`src/rtl/slt_pkg.sv`:
```
package slt_pkg;
  localparam int REG_IDX_W = 6;
  localparam int NREG      = 1 << REG_IDX_W;
  localparam int REC_IDX_W = 4;

  localparam logic [2:0] SZ_BYTE = 3'd0;
  localparam logic [2:0] SZ_HALF = 3'd1;
  localparam logic [2:0] SZ_WORD = 3'd2;
  localparam logic [2:0] SZ_DBL  = 3'd3;
  localparam logic [2:0] SZ_QUAD = 3'd4;

  localparam logic [1:0] CAUSE_REG = 2'd1;
  localparam logic [1:0] CAUSE_MEM = 2'd2;

  typedef struct packed {
    logic [1:0]           mem_cause;
    logic [1:0]           reg_cause;
    logic [REC_IDX_W-1:0] idx;
    logic [REG_IDX_W-1:0] dest;
    logic [2:0]           size;
    logic                 fp;
    logic                 eav;
    logic                 vld;
  } rec_t;

  localparam int REC_W = $bits(rec_t);
endpackage

```
`src/rtl/slt_align_chk.sv`:
```
module slt_align_chk import slt_pkg::*; #(
  parameter int AW = 32
) (
  input  logic [2:0]           size,
  input  logic [AW-1:0]        ea,
  input  logic [REG_IDX_W-1:0] tgt,
  output logic                 mem_err,
  output logic                 reg_err
);
  always_comb begin
    mem_err = 1'b0;
    reg_err = 1'b0;
    case (size)
      SZ_HALF: mem_err = ea[0];
      SZ_WORD: mem_err = |ea[1:0];
      SZ_DBL: begin
        mem_err = |ea[2:0];
        reg_err = tgt[0];
      end
      SZ_QUAD: begin
        mem_err = |ea[3:0];
        reg_err = |tgt[1:0];
      end
      default: ;
    endcase
  end
endmodule

```
`src/rtl/slt_flag_bank.sv`:
```
module slt_flag_bank import slt_pkg::*; (
  input  logic                 clk,
  input  logic                 rst,
  input  logic                 sel_fp,
  input  logic [REG_IDX_W-1:0] base_idx,
  input  logic [REG_IDX_W-1:0] disp_idx,
  output logic                 base_ne,
  output logic                 disp_ne,
  input  logic                 upd_en,
  input  logic [REG_IDX_W-1:0] upd_idx,
  input  logic                 upd_val,
  output logic [NREG-1:0]      gp_q,
  output logic [NREG-1:0]      fp_q
);
  logic [NREG-1:0] bank_q [2];
  logic [NREG-1:0] sel_vec;

  for (genvar g = 0; g < 2; g++) begin : g_bank
    always_ff @(posedge clk) begin
      if (rst)
        bank_q[g] <= '0;
      else if (upd_en && (sel_fp == 1'(g)))
        bank_q[g][upd_idx] <= upd_val;
    end

    p_upd_lands_r3: assert property (@(posedge clk) disable iff (rst)
      (upd_en && sel_fp == 1'(g)) |=> bank_q[g][$past(upd_idx)] == $past(upd_val));

    p_other_bank_r3: assert property (@(posedge clk) disable iff (rst)
      (upd_en && sel_fp != 1'(g)) |=> $stable(bank_q[g]));
  end

  assign sel_vec = bank_q[sel_fp];
  assign base_ne = sel_vec[base_idx];
  assign disp_ne = sel_vec[disp_idx];
  assign gp_q    = bank_q[0];
  assign fp_q    = bank_q[1];
endmodule

```
`src/rtl/slt_rec_file.sv`:
```
module slt_rec_file import slt_pkg::*; #(
  parameter  int AW    = 32,
  parameter  int DEPTH = 8,
  localparam int IW    = $clog2(DEPTH),
  localparam int CW    = $clog2(DEPTH + 1)
) (
  input  logic          clk,
  input  logic          rst,
  input  logic          alloc_req,
  input  logic [CW-1:0] log_count,
  input  rec_t          wr_rec,
  input  logic [AW-1:0] wr_addr,
  output logic          free_any,
  output logic [IW-1:0] pick,
  input  logic [IW-1:0] rd_idx,
  output rec_t          rd_rec,
  output logic [AW-1:0] rd_addr
);
  logic [DEPTH-1:0] valid_q;
  logic [DEPTH-1:0] free;
  rec_t             stat_mem [DEPTH];
  logic [AW-1:0]    addr_mem [DEPTH];
  rec_t             rd_raw;
  logic [AW-1:0]    rd_addr_raw;
  logic             rd_vld_q;
  logic             we;

  for (genvar i = 0; i < DEPTH; i++) begin : g_free
    assign free[i] = !valid_q[i] && (log_count > CW'(i));
  end

  always_comb begin
    pick     = '0;
    free_any = 1'b0;
    for (int i = DEPTH - 1; i >= 0; i--) begin
      if (free[i]) begin
        pick     = IW'(i);
        free_any = 1'b1;
      end
    end
  end

  assign we = alloc_req && free_any;

  always_ff @(posedge clk) begin
    if (rst)
      valid_q <= '0;
    else if (we)
      valid_q[pick] <= 1'b1;
  end

  always_ff @(posedge clk) begin
    if (we) begin
      stat_mem[pick] <= wr_rec;
      addr_mem[pick] <= wr_addr;
    end
  end

  always_ff @(posedge clk) begin
    rd_raw      <= stat_mem[rd_idx];
    rd_addr_raw <= addr_mem[rd_idx];
  end

  always_ff @(posedge clk) begin
    if (rst) rd_vld_q <= 1'b0;
    else     rd_vld_q <= valid_q[rd_idx];
  end

  assign rd_rec  = rd_vld_q ? rd_raw : '0;
  assign rd_addr = rd_vld_q ? rd_addr_raw : '0;

  p_no_overflow_r11: assert property (@(posedge clk) disable iff (rst)
    (alloc_req && !free_any) |=> $stable(valid_q));

  p_single_alloc_r8: assert property (@(posedge clk) disable iff (rst)
    $onehot0(valid_q ^ $past(valid_q)));

  p_pick_in_range_r8: assert property (@(posedge clk) disable iff (rst)
    (alloc_req && free_any) |-> (CW'(pick) < log_count) && !valid_q[pick]);
endmodule

```
`src/rtl/spec_load_tracker.sv`:
```
module spec_load_tracker import slt_pkg::*; #(
  parameter  int AW    = 32,
  parameter  int DEPTH = 8,
  localparam int IW    = $clog2(DEPTH),
  localparam int CW    = $clog2(DEPTH + 1)
) (
  input  logic                 clk,
  input  logic                 rst,
  input  logic                 req_valid,
  input  logic                 req_fp,
  input  logic [2:0]           req_size,
  input  logic [AW-1:0]        req_base,
  input  logic [AW-1:0]        req_disp,
  input  logic [AW-1:0]        req_imm,
  input  logic                 req_use_reg,
  input  logic [REG_IDX_W-1:0] req_base_idx,
  input  logic [REG_IDX_W-1:0] req_disp_idx,
  input  logic [REG_IDX_W-1:0] req_tgt_idx,
  input  logic                 log_valid,
  input  logic                 log_enable,
  input  logic [CW-1:0]        log_count,
  input  logic [IW-1:0]        rd_idx,
  output logic                 rsp_valid,
  output logic                 rsp_load,
  output logic                 rsp_logged,
  output logic                 rsp_ovf,
  output logic [IW-1:0]        rsp_entry,
  output logic [NREG-1:0]      gp_ne,
  output logic [NREG-1:0]      fp_ne,
  output logic [REC_W-1:0]     rd_status,
  output logic [AW-1:0]        rd_addr
);
  logic [AW-1:0] ea;
  logic          mem_err, reg_err, any_err;
  logic          base_ne, disp_ne, src_ne;
  logic          log_active, alloc_req;
  logic          free_any;
  logic [IW-1:0] pick;
  rec_t          wr_rec, rd_rec;
  logic [REG_IDX_W-1:0] rsp_tgt_q;
  logic          rsp_fp_q;

  assign ea = req_base + (req_use_reg ? req_disp : req_imm);

  slt_align_chk #(.AW(AW)) u_chk (
    .size    (req_size),
    .ea      (ea),
    .tgt     (req_tgt_idx),
    .mem_err (mem_err),
    .reg_err (reg_err)
  );

  assign any_err = mem_err | reg_err;
  assign src_ne  = base_ne | (req_use_reg & disp_ne);

  slt_flag_bank u_flags (
    .clk      (clk),
    .rst      (rst),
    .sel_fp   (req_fp),
    .base_idx (req_base_idx),
    .disp_idx (req_disp_idx),
    .base_ne  (base_ne),
    .disp_ne  (disp_ne),
    .upd_en   (req_valid),
    .upd_idx  (req_tgt_idx),
    .upd_val  (any_err | src_ne),
    .gp_q     (gp_ne),
    .fp_q     (fp_ne)
  );

  assign log_active = log_valid & log_enable;
  assign alloc_req  = req_valid & log_active;

  always_comb begin
    wr_rec           = '0;
    wr_rec.vld       = 1'b1;
    wr_rec.eav       = 1'b1;
    wr_rec.fp        = req_fp;
    wr_rec.size      = req_size;
    wr_rec.dest      = req_tgt_idx;
    wr_rec.idx       = REC_IDX_W'(pick);
    wr_rec.reg_cause = reg_err ? CAUSE_REG : 2'd0;
    wr_rec.mem_cause = mem_err ? CAUSE_MEM : 2'd0;
  end

  slt_rec_file #(.AW(AW), .DEPTH(DEPTH)) u_recs (
    .clk       (clk),
    .rst       (rst),
    .alloc_req (alloc_req),
    .log_count (log_count),
    .wr_rec    (wr_rec),
    .wr_addr   (ea),
    .free_any  (free_any),
    .pick      (pick),
    .rd_idx    (rd_idx),
    .rd_rec    (rd_rec),
    .rd_addr   (rd_addr)
  );

  assign rd_status = rd_rec;

  always_ff @(posedge clk) begin
    if (rst) begin
      rsp_valid  <= 1'b0;
      rsp_load   <= 1'b0;
      rsp_logged <= 1'b0;
      rsp_ovf    <= 1'b0;
      rsp_entry  <= '0;
      rsp_tgt_q  <= '0;
      rsp_fp_q   <= 1'b0;
    end else begin
      rsp_valid  <= req_valid;
      rsp_load   <= req_valid & (any_err | ~src_ne);
      rsp_logged <= alloc_req & free_any;
      rsp_ovf    <= alloc_req & ~free_any;
      rsp_entry  <= pick;
      rsp_tgt_q  <= req_tgt_idx;
      rsp_fp_q   <= req_fp;
    end
  end

  p_byte_clean_r1: assert property (@(posedge clk) disable iff (rst)
    (req_valid && req_size == SZ_BYTE) |-> !mem_err);

  p_suppress_flag_r4: assert property (@(posedge clk) disable iff (rst)
    (rsp_valid && !rsp_load) |-> (rsp_fp_q ? fp_ne[rsp_tgt_q] : gp_ne[rsp_tgt_q]));

  p_log_gate_r7: assert property (@(posedge clk) disable iff (rst)
    (rsp_logged || rsp_ovf) |-> $past(log_valid && log_enable && req_valid));

  p_excl_r11: assert property (@(posedge clk) disable iff (rst)
    !(rsp_logged && rsp_ovf));
endmodule

```
`config.mk`:
```
export PLATFORM = sky130hd
export DESIGN_NAME = spec_load_tracker
export DESIGN_NICKNAME = d
export VERILOG_FILES = /design/src/rtl/slt_pkg.sv /design/src/rtl/slt_align_chk.sv /design/src/rtl/slt_flag_bank.sv /design/src/rtl/slt_rec_file.sv /design/src/rtl/spec_load_tracker.sv
export SDC_FILE = /design/constraint.sdc
export NUM_CORES = 1
export LEC_CHECK = 0
export BUFFER_PORTS_ARGS = -buffer_cell sky130_fd_sc_hd__buf_2
export CORE_MARGIN = 5
export CORE_UTILIZATION = 30
export CTS_CLUSTER_SIZE = 25
export DETAILED_ROUTE_END_ITERATION = 16
export GPL_TIMING_DRIVEN = 0
export PLACE_DENSITY = 0.51
export SLEW_MARGIN = 25
export SYNTH_ARGS = -nofsm -noshare
export SYNTH_HDL_FRONTEND = slang
export SYNTH_SLANG_ARGS = --single-unit
```
`constraint.sdc`:
```
create_clock -name clk -period 6.4 [get_ports clk]
set_clock_uncertainty 0.15 [all_clocks]
set_input_delay 1.28 -clock clk [delete_from_list [all_inputs] [get_ports clk]]
set_output_delay 1.28 -clock clk [all_outputs]
set_load 0.03 [all_outputs]
```
Word level (Yosys, flattened, before mapping)
Memories as Yosys holds them, arrays and structs flattened. A register that Yosys moved wholly into a read port is not among the register bits.
Cells that the tools add are included.
- $add $sub $neg: 1
- $mul: 0
- bitwise operators: 142
- equality and inequality tests: 4
- reduce and logical (&&, ||, !) cells: 25
- shift-type cells: 0
- magnitude comparators: 15
- div/mod/pow operators: 0
- multiplexer cells: 171
- operator list (cell ; count):
    1-bit 2-to-1 mux ; 150
    1-bit bitwise OR ; 132
    64-bit 2-to-1 mux ; 2
    32-bit 2-to-1 mux ; 2
    32-bit adder ; 1
    3-bit 2-to-1 mux ; 8
    6-bit by 7-bit < comparator with 1-bit output (second input constant) ; 3
    20-bit 2-to-1 mux ; 1
    4-bit by 3-bit greater-than comparator with 1-bit output (second input constant) ; 4
    1-bit logical AND ; 13
    1-bit binary-select mux with 6-bit select ; 2
    4-bit by 1-bit greater-than comparator with 1-bit output (second input constant) ; 2
    4-bit by 2-bit greater-than comparator with 1-bit output (second input constant) ; 2
    1-bit zero test ; 8
    3-bit by 4-bit < comparator with 1-bit output (second input constant) ; 2
    8-bit bitwise OR ; 1
    1-bit AND ; 6
    1-bit demux with 6-bit select ; 1
    3-bit by 2-bit equality test with 1-bit output (second input constant) ; 2
    6-bit by 1-bit greater-or-equal comparator with 1-bit output (second input constant) ; 1
    1-bit one-hot mux with 4 select lines ; 1
    2-bit OR reduction ; 2
    4-bit OR reduction ; 1
    1-bit binary-select mux with 3-bit select ; 1
    other kinds (8) ; 10
- bits in read-only memories: 0
- register bits after elaboration: 24
- memories kept: 3
- RAM bits: 512
- latch bits: 0
- logic and storage cells: 372
- memory list (name ; words ; bits a word ; read ports ; clocked after memory_dff ; write ports ; RTL line ; RTL):
    u_recs.addr_mem ; 8 ; 32 ; 1 ; 1 ; 1 ; slt_rec_file.sv:22 ; logic [AW-1:0] addr_mem [DEPTH];
    u_flags.bank_q ; 2 ; 64 ; 3 ; 0 ; 2 ; slt_flag_bank.sv:15 ; logic [NREG-1:0] bank_q [2];
    u_recs.stat_mem ; 8 ; 16 ; 1 ; 1 ; 1 ; slt_rec_file.sv:21 ; rec_t stat_mem [DEPTH];

Longest topological paths before layout
- depth after elaboration: 15
- mapped depth: 14

Modules after synthesis
A second synthesis with hierarchy kept.
- cells, all modules: 1739
- area total of the unflattened synthesis: 27755.4 um^2
- modules (own cells, without submodules) (module ; instances ; area each (um^2) ; cells each ; seq. area each (um^2)):
    slt_rec_file ; 1 ; 17546.8 ; 780 ; 13713.2
    slt_flag_bank ; 1 ; 7795.0 ; 644 ; 3843.7
    spec_load_tracker ; 1 ; 2346.0 ; 304 ; 140.1
    slt_align_chk ; 1 ; 67.6 ; 11 ; 0.0

Worst setup path after synthesis
OpenSTA, ideal clock, no wires.
- path kind: in2reg
- from: input log_count[3]
- to: memory u_recs.addr_mem[0][0], enable pin
- data arrival time: 4.941 ns
- slack: 0.797 ns
- library setup time: 0.512 ns
- stages on the path: 3
- path buffers: 1
- required time: 5.738 ns
- cells stage by stage: clkbuf_1 -> nor4_1 -> nor3_1
- cells in the longest elaborated chain, start to end: 13
- elaborated cells between the ends (all ways): 35
- RTL lines (element ; RTL line ; RTL):
    from (decl) ; spec_load_tracker.sv:21 ; input logic [CW-1:0] log_count,
    4-bit by 3-bit greater-than comparator with 1-bit output ; slt_rec_file.sv:29 ; assign free[i] = !valid_q[i] && (log_count > CW'(i));
    1-bit logical AND ; slt_rec_file.sv:29 ;
    1-bit 2-to-1 mux (8 in a row) ; slt_rec_file.sv:36 ; if (free[i]) begin
    1-bit logical AND ; slt_rec_file.sv:43 ; assign we = alloc_req && free_any;
    1-bit 2-to-1 mux ; slt_rec_file.sv:53 ; if (we) begin
    1-bit 2-to-1 mux (not written as such) ; slt_rec_file.sv:55 ; addr_mem[pick] <= wr_addr;
    to (decl) ; slt_rec_file.sv:22 ;
Parallel ways exist; a longest one is shown, timed or not.

==> run metrics <==
Clock Path Buffers 3; worst hold endpoint u_recs.valid_q[1]$_SDFFE_PP0N_; die area 94300 sq um; I/O pin total 318; postcts setup bufs 0; CP Class primary input to flip-flop; Worst EP required 6.54 ns; crit end category flip-flop; Hold Path Class flip-flop to flip-flop; # DRC 0; Global Route Usage Sum between 10% and 20%; worst r2r dst u_flags.bank_q[1][5]$_SDFFCE_PN0P_; Routed Antenna Nets 0; Initial Util between 30% and 40%; met1 Usage GRT 24.1%; Slew Limit Fails 0; core area 88000 sq um; Tcrit/Tclk final roughly 91%; initial drt markers 1628; fmax 171 MHz; Yosys top cell area share a little under three fifths; VDD IR max between 150 and 200 uV; leakage 11.4 nW; Worst Setup SP req_use_reg; Die W 307 um; Post-synth EDFFs about 500; clock slew at reported path FFs 0.06 ns; Yosys top cell by area edfxtp_1; Syn Std Cell Area ~26000 sq um; clk sinks ~570; row cnt 109; Hold Path Stages 2; outcome complete, no violations; CTS tree done; Max-Cap Viols 0; gr ovfl total 0; Design Area, Final around 32000 sq um; fin nets between 2000 and 2500; worst r2r src u_flags.bank_q[1][28]$_SDFFCE_PN0P_; first-pass GRT wire length around 130000 um; Die Ht between 300 and 400 um; post-synthesis sequential element count 567; Via-to-Cell Ratio between 5 and 6; endpoints failing setup 0; DRT Pass-1 Iters 5; Avg Inst Size Synth about 15 sq um; WL per Instance ~27 um; Worst-Skew Late Latency 0.61 ns; type of origin of the critical path primary input; top-count cell post-synth edfxtp_1; Rel. slew slack 25.4%; Top FF cell, synth edfxtp_1; port bufs 305; Arr. time, crit path 5.99 ns; DRT Wirelength roughly 90000 um; FF-to-FF path depth 8; crit-path cells clkbuf_1, clkbuf_1, mux2i_1, fa_1, xnor2_1, a211oi_1, o21ai_0, a21o_1, or2_2, a2111oi_2, buf_2, buf_4, nor3_1; ratio of cells with drive above 1 in the final layout about a third; HPWL Detailed 66800 um; Worst R2R Setup Slack 2.88 ns; Synth area leaders edfxtp_1 (57%), mux4_2 (13%), dfxtp_1 (4.8%), mux2_2 (3.4%), o21bai_1 (2.6%); routed via count 17900; area grow syn2layout 21.8%; critical path's largest stage delay 0.66 ns; vias in the first global route 18000; CTS buffer count 67; met3 Use GR 4.80%; number of library cell types mapped by synthesis 62; met2 usage between 30% and 40%; HP Start u_recs.valid_q[1]$_SDFFE_PP0N_; Util after Layout 36.7%; Post-Syn Instances 1730; unrepaired setup endpoints after global routing no; Worst-Margin Slew ~1.1 ns; Post-Place Cells 3229; worst hold slack roughly 0.35 ns; GPL Wtd Cong around 0.97; root buf cell clkbuf_16; Placed Instance Area 30100 sq um; filler cell count around 8500; layer carrying the most global-route usage met2; pwr dens 282 nW/um^2; commonest cells in the netlist edfxtp_1 (504), mux4_2 (158), clkbuf_1 (116); Final WS setup 0.552 ns; largest net degree at the start of global routing 33; Async SR Flop Fraction 0%; final non-filler cell total roughly 3400; hold buffers post-CTS 0; pre-CTS worst setup slack -0.131 ns; post-cts sizing count 0; initial antenna violation count 11; register area share after synthesis 61.9%; Crit Path Max Fanout 10; CTS H-Tree Depth 3; Most common cell on crit path clkbuf_1; crit path time final 5.85 ns; slowest CP cell clkbuf_1; Synth warnings 0; Final Hold Viols 0
## metal layers
layer	vias to the layer above	wire, um
met4	0	3690
met1	9130	36100
met5	-	0
met2	888	43400
li1	7691	-
met3	175	8050
## cells in the final DEF, fill, tap and decap left out, types with 6 or more instances in the layout
| cell | netlist | routed |
|---|---|---|
| o21a_1 | 8 | 8 |
| mux2_2 | 81 | 81 |
| nand4_1 | 6 | 6 |
| buf_12 | 0 | 6 |
| ha_1 | 31 | 31 |
| xnor2_1 | 19 | 19 |
| and2_1 | 53 | 53 |
| nor2b_1 | 14 | 14 |
| or3_1 | 11 | 11 |
| nor3_1 | 92 | 91 |
| nor4_1 | 50 | 50 |
| clkbuf_1 | 116 | 133 |
| diode_2 | 0 | 7 |
| or2_2 | 10 | 10 |
| nand2b_1 | 7 | 7 |
| clkbuf_2 | 0 | 7 |
| and3_1 | 8 | 7 |
| nor2_1 | 67 | 61 |
| a21o_1 | 47 | 47 |
| buf_16 | 0 | 11 |
| o21bai_1 | 92 | 92 |
| nand2_1 | 49 | 49 |
| dfxtp_1 | 63 | 63 |
| edfxtp_1 | 504 | 504 |
| mux4_2 | 158 | 158 |
| nand3b_1 | 9 | 9 |
| clkinv_2 | 0 | 9 |
| inv_1 | 18 | 18 |
| mux2i_1 | 16 | 16 |
| buf_4 | 21 | 28 |
| o21ai_0 | 20 | 20 |
| a21oi_1 | 31 | 31 |
| nor2_4 | 0 | 6 |
| a22oi_1 | 11 | 11 |
| clkbuf_8 | 0 | 8 |
| a211oi_1 | 9 | 9 |
| a31oi_1 | 8 | 8 |
| nand3_1 | 22 | 22 |
| clkbuf_16 | 0 | 70 |
| buf_2 | 10 | 316 |
## area by class of cell
| type | instances | area, sq um | share of cell area [%] |
|---|---|---|---|
| Clock inverter | 24 | 221 | 0.687 |
| Timing Repair Buffer | 332 | 2040 | 6.34 |
| Clock buffer | 99 | 1940 | 6.02 |
| Sequential cell | 567 | 16400 | 50.8 |
| Inverter | 19 | 71.3 | 0.221 |
| Tap cell | 1165 | 1460 | 4.52 |
| Antenna cell | 7 | 17.5 | 0.0543 |
| Buffer | 155 | 683 | 2.12 |
| Multi-Input combinational cell | 991 | 9420 | 29.2 |
## power by group
part / internal, mW / switching, mW
clock network: 2.20 / 1.54
registers: 4.21 / 0.0469
logic: 0.382 / 0.724
total: 6.80 / 2.31
## state kept, by name, indices dropped and copies added, names as in the netlist
signal              flops
u_recs.rd_vld_q         1
u_recs.addr_mem       256
rsp_entry               3
rsp_ovf                 1
rsp_valid               1
rsp_load                1
rsp_logged              1
u_recs.stat_mem       120
u_recs.valid_q          8
u_recs.rd_addr_raw     32
u_recs.rd_raw          15
u_flags.bank_q        128
## critical path: cells and delay by family
kind            cells  cell delay, ns
compound gates      4            1.16
xor+xnor            1            0.35
fa+ha+maj           1            0.49
buf+inv             4            1.93
mux                 1            0.30
simple gates        2            0.45
## worst max-delay path by stage
stage	end	slack, ns	cells past startpoint
floorplan	u_recs.addr_mem[0][0]$_DFFE_PP_	0.80	3
global placement	u_recs.addr_mem[0][21]$_DFFE_PP_	-3.14	3
detailed placement	u_flags.bank_q[1][35]$_SDFFCE_PN0P_	-0.13	13
CTS	u_flags.bank_q[1][5]$_SDFFCE_PN0P_	0.49	13
global route	u_flags.bank_q[1][14]$_SDFFCE_PN0P_	0.15	13
finish	u_flags.bank_q[1][5]$_SDFFCE_PN0P_	0.55	13
## per-stage QoR
stage                     total power, mW  TNS [ns]
final                                9.11         0
after CTS                            9.20         0
after detailed placement             5.44    -10.31
after global routing                 9.44         0
after floorplan                      5.01         0
after global placement               5.42   -521.19
## kinds of logic (layout without fill, tap and decap cells)
logic type      after synthesis  after routing  share of synthesized area, %
xor+xnor                     23             23                         0.761
simple gates                410            410                          8.20
buf+inv                     174            629                          2.81
flops                       567            567                          61.9
other cells                   1             10                        0.0142
compound gates              268            268                          7.27
mux                         255            255                          17.5
fa+ha+maj                    32             32                          1.54
No activity file was read; power rests on OpenSTA's default activity.
